[config.mk]
export PLATFORM = sky130hd
export DESIGN_NAME = a429_word_tx
export DESIGN_NICKNAME = d
export VERILOG_FILES = /design/src/rtl/a429_word_tx.sv
export SDC_FILE = /design/constraint.sdc
export NUM_CORES = 1
export LEC_CHECK = 0
export CAP_MARGIN = 10
export CORE_MARGIN = 5
export CORE_UTILIZATION = 52
export CTS_CLUSTER_SIZE = 25
export DETAILED_ROUTE_END_ITERATION = 8
export GPL_TIMING_DRIVEN = 0
export PLACE_DENSITY_LB_ADDON = 0.1
export SYNTH_ARGS = -nofsm -noshare
export SYNTH_HDL_FRONTEND = slang
export SYNTH_SLANG_ARGS = --single-unit
[constraint.sdc]
create_clock -name clk -period 2 [get_ports clk]
set_clock_uncertainty 0.05 [all_clocks]
set_input_delay 0.2 -clock clk [delete_from_list [all_inputs] [get_ports clk]]
set_output_delay 0.2 -clock clk [all_outputs]
set_load 0.02 [all_outputs]
[src/rtl/a429_word_tx.sv]
module a429_word_tx #(
  parameter int DATA_W   = 16,
  parameter int DIV_FAST = 10,
  parameter int DIV_SLOW = 80,
  parameter int GAP_BITS = 4
) (
  input  logic              clk,
  input  logic              rst_n,
  input  logic [DATA_W-1:0] bus_data,
  input  logic              ld_lo,
  input  logic              ld_hi,
  input  logic              start,
  input  logic              div_slow,
  input  logic              par_en,
  input  logic              par_even,
  input  logic              loop_en,
  input  logic              line_one,
  input  logic              line_zero,
  output logic              tx_one,
  output logic              tx_zero,
  output logic              rx_one,
  output logic              rx_zero,
  output logic              busy
);
  localparam int WORD_W = 2 * DATA_W;
  localparam int TOTAL  = WORD_W + GAP_BITS;
  localparam int CNT_W  = $clog2(DIV_SLOW);
  localparam int IDX_W  = $clog2(TOTAL + 1);
  localparam int SEL_W  = $clog2(WORD_W);
  localparam logic [CNT_W-1:0] LAST_F = CNT_W'(DIV_FAST - 1);
  localparam logic [CNT_W-1:0] LAST_S = CNT_W'(DIV_SLOW - 1);
  localparam logic [CNT_W-1:0] HALF_F = CNT_W'(DIV_FAST / 2);
  localparam logic [CNT_W-1:0] HALF_S = CNT_W'(DIV_SLOW / 2);
  localparam logic [IDX_W-1:0] IDX_DATA = IDX_W'(WORD_W);
  localparam logic [IDX_W-1:0] IDX_LAST = IDX_W'(TOTAL - 1);

  logic [WORD_W-1:0] hold_q, word_q, next_word;
  logic [CNT_W-1:0]  cnt_q;
  logic [IDX_W-1:0]  idx_q;
  logic              busy_q, slow_q, par_bit, in_data, mark, period_end;

  assign par_bit   = par_even ? ^hold_q[WORD_W-2:0] : ~^hold_q[WORD_W-2:0];
  assign next_word = {par_en ? par_bit : hold_q[WORD_W-1], hold_q[WORD_W-2:0]};

  assign period_end = cnt_q == (slow_q ? LAST_S : LAST_F);
  assign in_data    = idx_q < IDX_DATA;
  assign mark       = busy_q && in_data && (cnt_q < (slow_q ? HALF_S : HALF_F));

  assign tx_one  = mark &&  word_q[idx_q[SEL_W-1:0]];
  assign tx_zero = mark && !word_q[idx_q[SEL_W-1:0]];
  assign rx_one  = loop_en ? tx_one  : line_one;
  assign rx_zero = loop_en ? tx_zero : line_zero;
  assign busy    = busy_q;

  always_ff @(posedge clk) begin
    if (!rst_n) hold_q <= '0;
    else begin
      if (ld_lo) hold_q[DATA_W-1:0]      <= bus_data;
      if (ld_hi) hold_q[WORD_W-1:DATA_W] <= bus_data;
    end
  end

  always_ff @(posedge clk) begin
    if (!rst_n) begin
      busy_q <= 1'b0;
      slow_q <= 1'b0;
      word_q <= '0;
      cnt_q  <= '0;
      idx_q  <= '0;
    end else if (!busy_q) begin
      if (start) begin
        busy_q <= 1'b1;
        slow_q <= div_slow;
        word_q <= next_word;
        cnt_q  <= '0;
        idx_q  <= '0;
      end
    end else if (period_end) begin
      cnt_q <= '0;
      if (idx_q == IDX_LAST) busy_q <= 1'b0;
      else idx_q <= idx_q + 1'b1;
    end else begin
      cnt_q <= cnt_q + 1'b1;
    end
  end

  a_r4_never_both: assert property (@(posedge clk) disable iff (!rst_n)
    !(tx_one && tx_zero));
  a_r1_idle_quiet: assert property (@(posedge clk) disable iff (!rst_n)
    !busy |-> !tx_one && !tx_zero);
  a_r2_start_busy: assert property (@(posedge clk) disable iff (!rst_n)
    start && !busy |=> busy && !tx_zero == word_q[0]);
  a_r8_gap_null: assert property (@(posedge clk) disable iff (!rst_n)
    busy && !in_data |-> !tx_one && !tx_zero);
  a_r9_word_kept: assert property (@(posedge clk) disable iff (!rst_n)
    busy && start |=> $stable(word_q));
  a_r7_odd: assert property (@(posedge clk) disable iff (!rst_n)
    start && !busy && par_en && !par_even |=> ^word_q);
  a_r7_even: assert property (@(posedge clk) disable iff (!rst_n)
    start && !busy && par_en && par_even |=> !(^word_q));
  a_r6_as_loaded: assert property (@(posedge clk) disable iff (!rst_n)
    start && !busy && !par_en |=> word_q == $past(hold_q));
endmodule

==> results.toml, run 1 <==
[global_route]
grt_pass1_wl_um = 13700
grt_usage_pct = 19.8
grt_max_degree = 14
grt_overflow_total = 0
grt_pass1_vias = 2775
antenna_found_initial = 0

[sta]
rsz0062_at_grt = "yes"
min_period_over_period_pct = 129
fin_setup_tns_ps = -2140
setup-violations-final = 4
fmax_mhz = 387
worst_slew_pin_slew_ps = 483
finalHoldViolations = 0
timing.final.ws_setup_ps = -584
period_minus_slack_ps = 2580
max-slew-margin-rel_pct = 67.8
slew_viol_final = 0

[setup_path]
cp-end-kind = "output pin"
cp.arrival_ps = 2330
path_delay_family = "multiplexers"
worstSetupPathType = "reg2out"
path_max_fanout = 7
required_ps = 1750
slowest_delay_ps = 480
cp-start-kind = "flop"
worstPathCellList = "buf_12, mux4_2, mux2i_1, nor2_1, a311oi_2, a31o_2, buf_4, a31o_4, buf_6"
cp.buffers_inverters = 3
crit_slowest_cell = "mux4_2"

[floorplanning]
core_area_um2 = 7210
die_y_um = 95.7
std_cell_rows = 31
ioPinCount = 32
start_util_pct = 53.0
die_w_um = 95.7
die_area_um2 = 9170

[clock_tree]
cts_num_sinks = 79
cts_root_buffer = "clkbuf_8"
numCtsBuffers = 9
worst_skew_pair.late_latency_ps = 350
cts_htree_levels = 3
cts_buffer_depth = 2
cts_tree = "built"
cts.clk_slew.worst_paths_ps = 80

[synth]
synth_area_leaders = "dfxtp_1, mux2i_1, nand2_1"
ys.flop_type = "dfxtp_1"
synthMuxAreaShare_pct = 14.3
synth_seq_area_share_pct = 41.4
syn-num-nets = 441
synth.distinct_cells = 43
synth-edff-count = 0
synth_xor_area_share_pct = 8.02
ys_ff_latch = 79
synth_compound_area_share_pct = 11.4
yosysWarningCount = 0
avgSynthCellArea_um2 = 9.35
yosysTopAreaCellShare_pct = 41.4
synth_fa_ha_area_share_pct = 1.64
ys_top_cells_by_count = "dfxtp_1, nand2_1, nor2b_1"
synth_area_um2 = 3820
synth-async-reset-ratio_pct = 0
yosysMostFrequentCell = "dfxtp_1"
synthCells = 409
yosys.area.top_type = "dfxtp_1"
synth_top_family_by_area = "simple AND/OR/NAND/NOR gates"
synth_simple_gate_area_share_pct = 19.9

[detailed_routing]
wl_per_cell_um = 14.9
ant_nets = 0
post_drt_via_cell_ratio = 5.21
vias = 2906
first_pass_iters = 4
drc = 0
wirelength_um = 8300
drt_iter0_markers = 111

[cells_and_area]
n_fill_cell = 657
drive_gt1_share_pct = 11.1
syn_to_final_growth_pct = 18.8
regArea_um2 = 1590
multi_input_area_um2 = 2150
fin_nets = 486
antennaDiodeCount = 0

[flow_run]
drv_cap = 0

[power]
power_mw = 3.43
peakVddDrop_uv = 483
power.leakage_nw = 1.72
p_per_area_nw_per_um2 = 756

[min_path]
hold_class = "in2reg"

[placement]
io_buffers = 29
gp_congestion = 0.858
dpl.hpwl_um = 6220

[run_status]
violations = "negative setup slack"
status = "complete, but fails checks"
## registers in the layout (all words and copies together), names as in the netlist
signal,flops
hold_q,32
word_q,32
cnt_q,7
idx_q,6
busy,1
slow_q,1
## placed cells by master (no fill, tap or decap), types with 9 or more instances in the layout
cell type	n
dfxtp_1	76
nand2_1	72
mux2i_1	38
xnor2_1	28
a21boi_0	36
clkbuf_8	10
clkbuf_1	16
clkdlybuf4s50_1	25
buf_4	9
nor2b_1	40
nor2_1	10
## worst min-delay path: stages
cell	delay [ps]
clkbuf_1	210
mux2i_1	200
nor2b_1	50
## where the power goes
group	leakage [nW]	internal (mW)	total, mW	switching [mW]
clock network	0.103	0.611	1.19	0.577
logic	0.966	0.283	0.540	0.257
registers	0.647	1.64	1.70	0.0621
total	1.72	2.53	3.43	0.896
## path summary, 6_finish.rpt
| path | depth (start not counted) | start | slack, ps | end |
|---|---|---|---|---|
| hold reg to reg | 2 | word_q[16] | 410 | word_q[16] |
| hold / removal | 3 | ld_lo | 310 | hold_q[15] |
| setup reg to reg | 5 | cnt_q[1] | 220 | cnt_q[6] |
| setup / recovery | 9 | idx_q[1] | -580 | rx_zero |
## kinds of logic after synthesis
family,count (synthesis)
flip-flops,79
adder cells (fa/ha/maj),5
AND/OR/NAND/NOR,153
buffers and inverters,30
multiplexers,45
XOR/XNOR,35
AO/OA/AOI/OAI,62
## routing by layer
metal  vias up  track usage (%)  share of wire (%)  routed length [um]
met3        14             4.93                4.6                 382
met5         -                0                  0                   0
met4         0             7.46                2.3                 193
met1      1366             27.4                 49                4050
li1       1482                -                  -                   -
met2        44             29.7                 44                3680
## layout make-up
cell class | count | share of cell area (%)
Multi-Input combinational cell | 300 | 47.4
Clock buffer | 11 | 3.11
Clock inverter | 5 | 1.27
Tap cell | 99 | 2.73
Timing Repair Buffer | 35 | 7.41
Buffer | 25 | 2.78
Inverter | 4 | 0.331
Sequential cell | 79 | 35.0
## stage by stage
| step | worst slack (ps) | instances | utilization, % | area, um^2 | hold WS [ps] |
|---|---|---|---|---|---|
| 3_3_place_gp | -781 | 537 | 59.1 | 4260 | 397 |
| 6_report | -584 | 558 | 62.9 | 4540 | 308 |
| 2_1_floorplan | 5.86 | 409 | - | 3850 | 295 |
| 5_1_grt | -689 | 558 | 62.9 | 4540 | 348 |
| 3_5_place_dp | -799 | 537 | 59.1 | 4260 | 405 |
| 4_1_cts | -594 | 558 | 62.7 | 4520 | 299 |
## what timing repair did
| item | in CTS | in global routing |
|---|---|---|
| setup buffers | 5 | 1 |
| pin swaps | 1 | 2 |
| hold endpoints to repair | 0 | 0 |
| gates resized for setup | 29 | 9 |
| setup endpoints to repair | 4 | 18 |
| hold buffers | 0 | 0 |
Note: power is estimated with default switching activity, not from simulation.
==> run 2, diff against run 1 <==
- SLEW_MARGIN: unset -> 40
==> results of run 2 <==
Same layout as run 1: the final DEF is identical, and so are final timing and power.
==> run 3, diff against run 2 <==
- CORE_ASPECT_RATIO: unset -> 0.8
==> results.toml, run 3 (same netlist as run 1, synthesis figures left out) <==
[sta]
slew_viol_final = 0
rsz0062_at_grt = "yes"
setup-violations-final = 4
timing.final.ws_setup_ps = -673
max-slew-margin-rel_pct = 67.8
finalHoldViolations = 0
min_period_over_period_pct = 134
worst_slew_pin_slew_ps = 483
fmax_mhz = 374
period_minus_slack_ps = 2670

[run_status]
status = "complete, but fails checks"
violations = "negative setup slack"

[clock_tree]
cts_buffer_depth = 2
worst_skew_pair.late_latency_ps = 360
cts_tree = "built"
cts_num_sinks = 79
cts.clk_slew.worst_paths_ps = 90
cts_root_buffer = "clkbuf_8"
cts_htree_levels = 3
numCtsBuffers = 9

[setup_path]
r2r_cells = 7
worstSetupPathType = "reg2out"
cp-startpoint = "idx_q[1]"
cp-start-kind = "flop"
worstReg2RegStart = "busy"
path_max_fanout = 7
r2r_setup_slack_ps = 120
required_ps = 1750
rr_endpoint = "idx_q[1]"
cp.arrival_ps = 2420
cp-end-kind = "output pin"

[min_path]
hp-start = "ld_lo"
holdPathEnd = "hold_q[2]"
whs_path_depth = 3
hold_class = "in2reg"

[detailed_routing]
drt_iter0_markers = 96
post_drt_via_cell_ratio = 5.37
ant_nets = 0
drc = 0
wirelength_um = 8700
wl_per_cell_um = 15.7
first_pass_iters = 4
vias = 2969

[placement]
gp_congestion = 0.864
dp_slack_ps = -794
dp.cells = 528
placed_area_um2 = 4250
dpl.hpwl_um = 6540
io_buffers = 29

[global_route]
grt_usage_pct = 20.6
grt_pass1_vias = 2961
grt_max_degree = 17
grt_overflow_total = 0
grt_pass1_wl_um = 14800
antenna_found_initial = 0

[cells_and_area]
antennaDiodeCount = 0
layout_commonest_cell = "dfxtp_1"
fin_util_pct = 62.6
stdcell_count = 553
fin_nets = 490
reg.largest.list = "hold_q (32), word_q (32), cnt_q (7)"
design_area_um2 = 4560
layout_common_cells = "dfxtp_1, nand2_1, nor2b_1, mux2i_1, a21boi_0"
drive_gt1_share_pct = 11.7
syn_to_final_growth_pct = 19.2

[floorplanning]
core_area_um2 = 7290
die_area_um2 = 9180
std_cell_rows = 28
die_w_um = 106
ioPinCount = 32
start_util_pct = 52.5
die_y_um = 86.7

[flow_run]
drv_cap = 0

[power]
p_per_area_nw_per_um2 = 771
peakVddDrop_uv = 418
power.leakage_nw = 1.73
## run 3: cell count changes in the layout (fill, tap and decap cells not counted), moves of 2 or more
cell	before	now
clkinv_4	2	0
inv_6	0	4
buf_4	9	11
clkinv_2	2	0
## run 3: final cells by class
class                      instances  area (um^2)
tap                               90          113
fill                             666         2730
timing repair buffer              38          363
buffer                            26          130
sequential                        79         1590
clock buffer                       9          124
clock inverter                     7         83.8
multi-input combinational        300         2140
inverter                           4         15.0
## run 3: worst max path at each step
stage              end  slack [ps]
2_1_floorplan  rx_zero           6
3_3_place_gp   tx_zero        -800
3_5_place_dp   rx_zero        -790
4_1_cts        rx_zero        -680
5_1_grt        rx_zero        -780
6_report       rx_zero        -670
## run 3: stage by stage
step,setup TNS [ps],power [mW],hold WS [ps]
3_3_place_gp,-4040,2.27,399
3_5_place_dp,-4920,2.28,407
4_1_cts,-2480,3.53,291
5_1_grt,-2850,3.67,312
2_1_floorplan,0,2.10,295
6_report,-2430,3.52,302
## run 3: layer usage
| layer | GRT usage [%] | vias to the layer above | part of all wire, % |
|---|---|---|---|
| li1 | - | 1498 | - |
| met1 | 29.1 | 1387 | 51 |
| met2 | 31.1 | 73 | 42 |
| met3 | 5.81 | 11 | 5.5 |
| met4 | 5.76 | 0 | 1.2 |
| met5 | 0 | - | 0 |
## run 3: report_power, final
part | total, mW | internal [mW] | switching, mW
sequential | 1.70 | 1.64 | 0.0637
clock | 1.26 | 0.603 | 0.661
combinational | 0.549 | 0.284 | 0.265
## run 3: repair_timing
action | in CTS | in global routing
endpoints found under the setup margin | 4 | 29
buffers inserted | 5 | 4
hold buffers | 0 | 0
pin swaps | 1 | 3
resized for setup | 28 | 10
## run 3: worst max-delay path, stage by stage (launching register included)
cell and delay [ps]:
dfxtp_4 400, buf_12 130, mux4_2 500, mux2i_1 180
nor2_1 80, a311oi_2 230, a31o_2 210, buf_6 110
a31o_4 130, buf_6 110
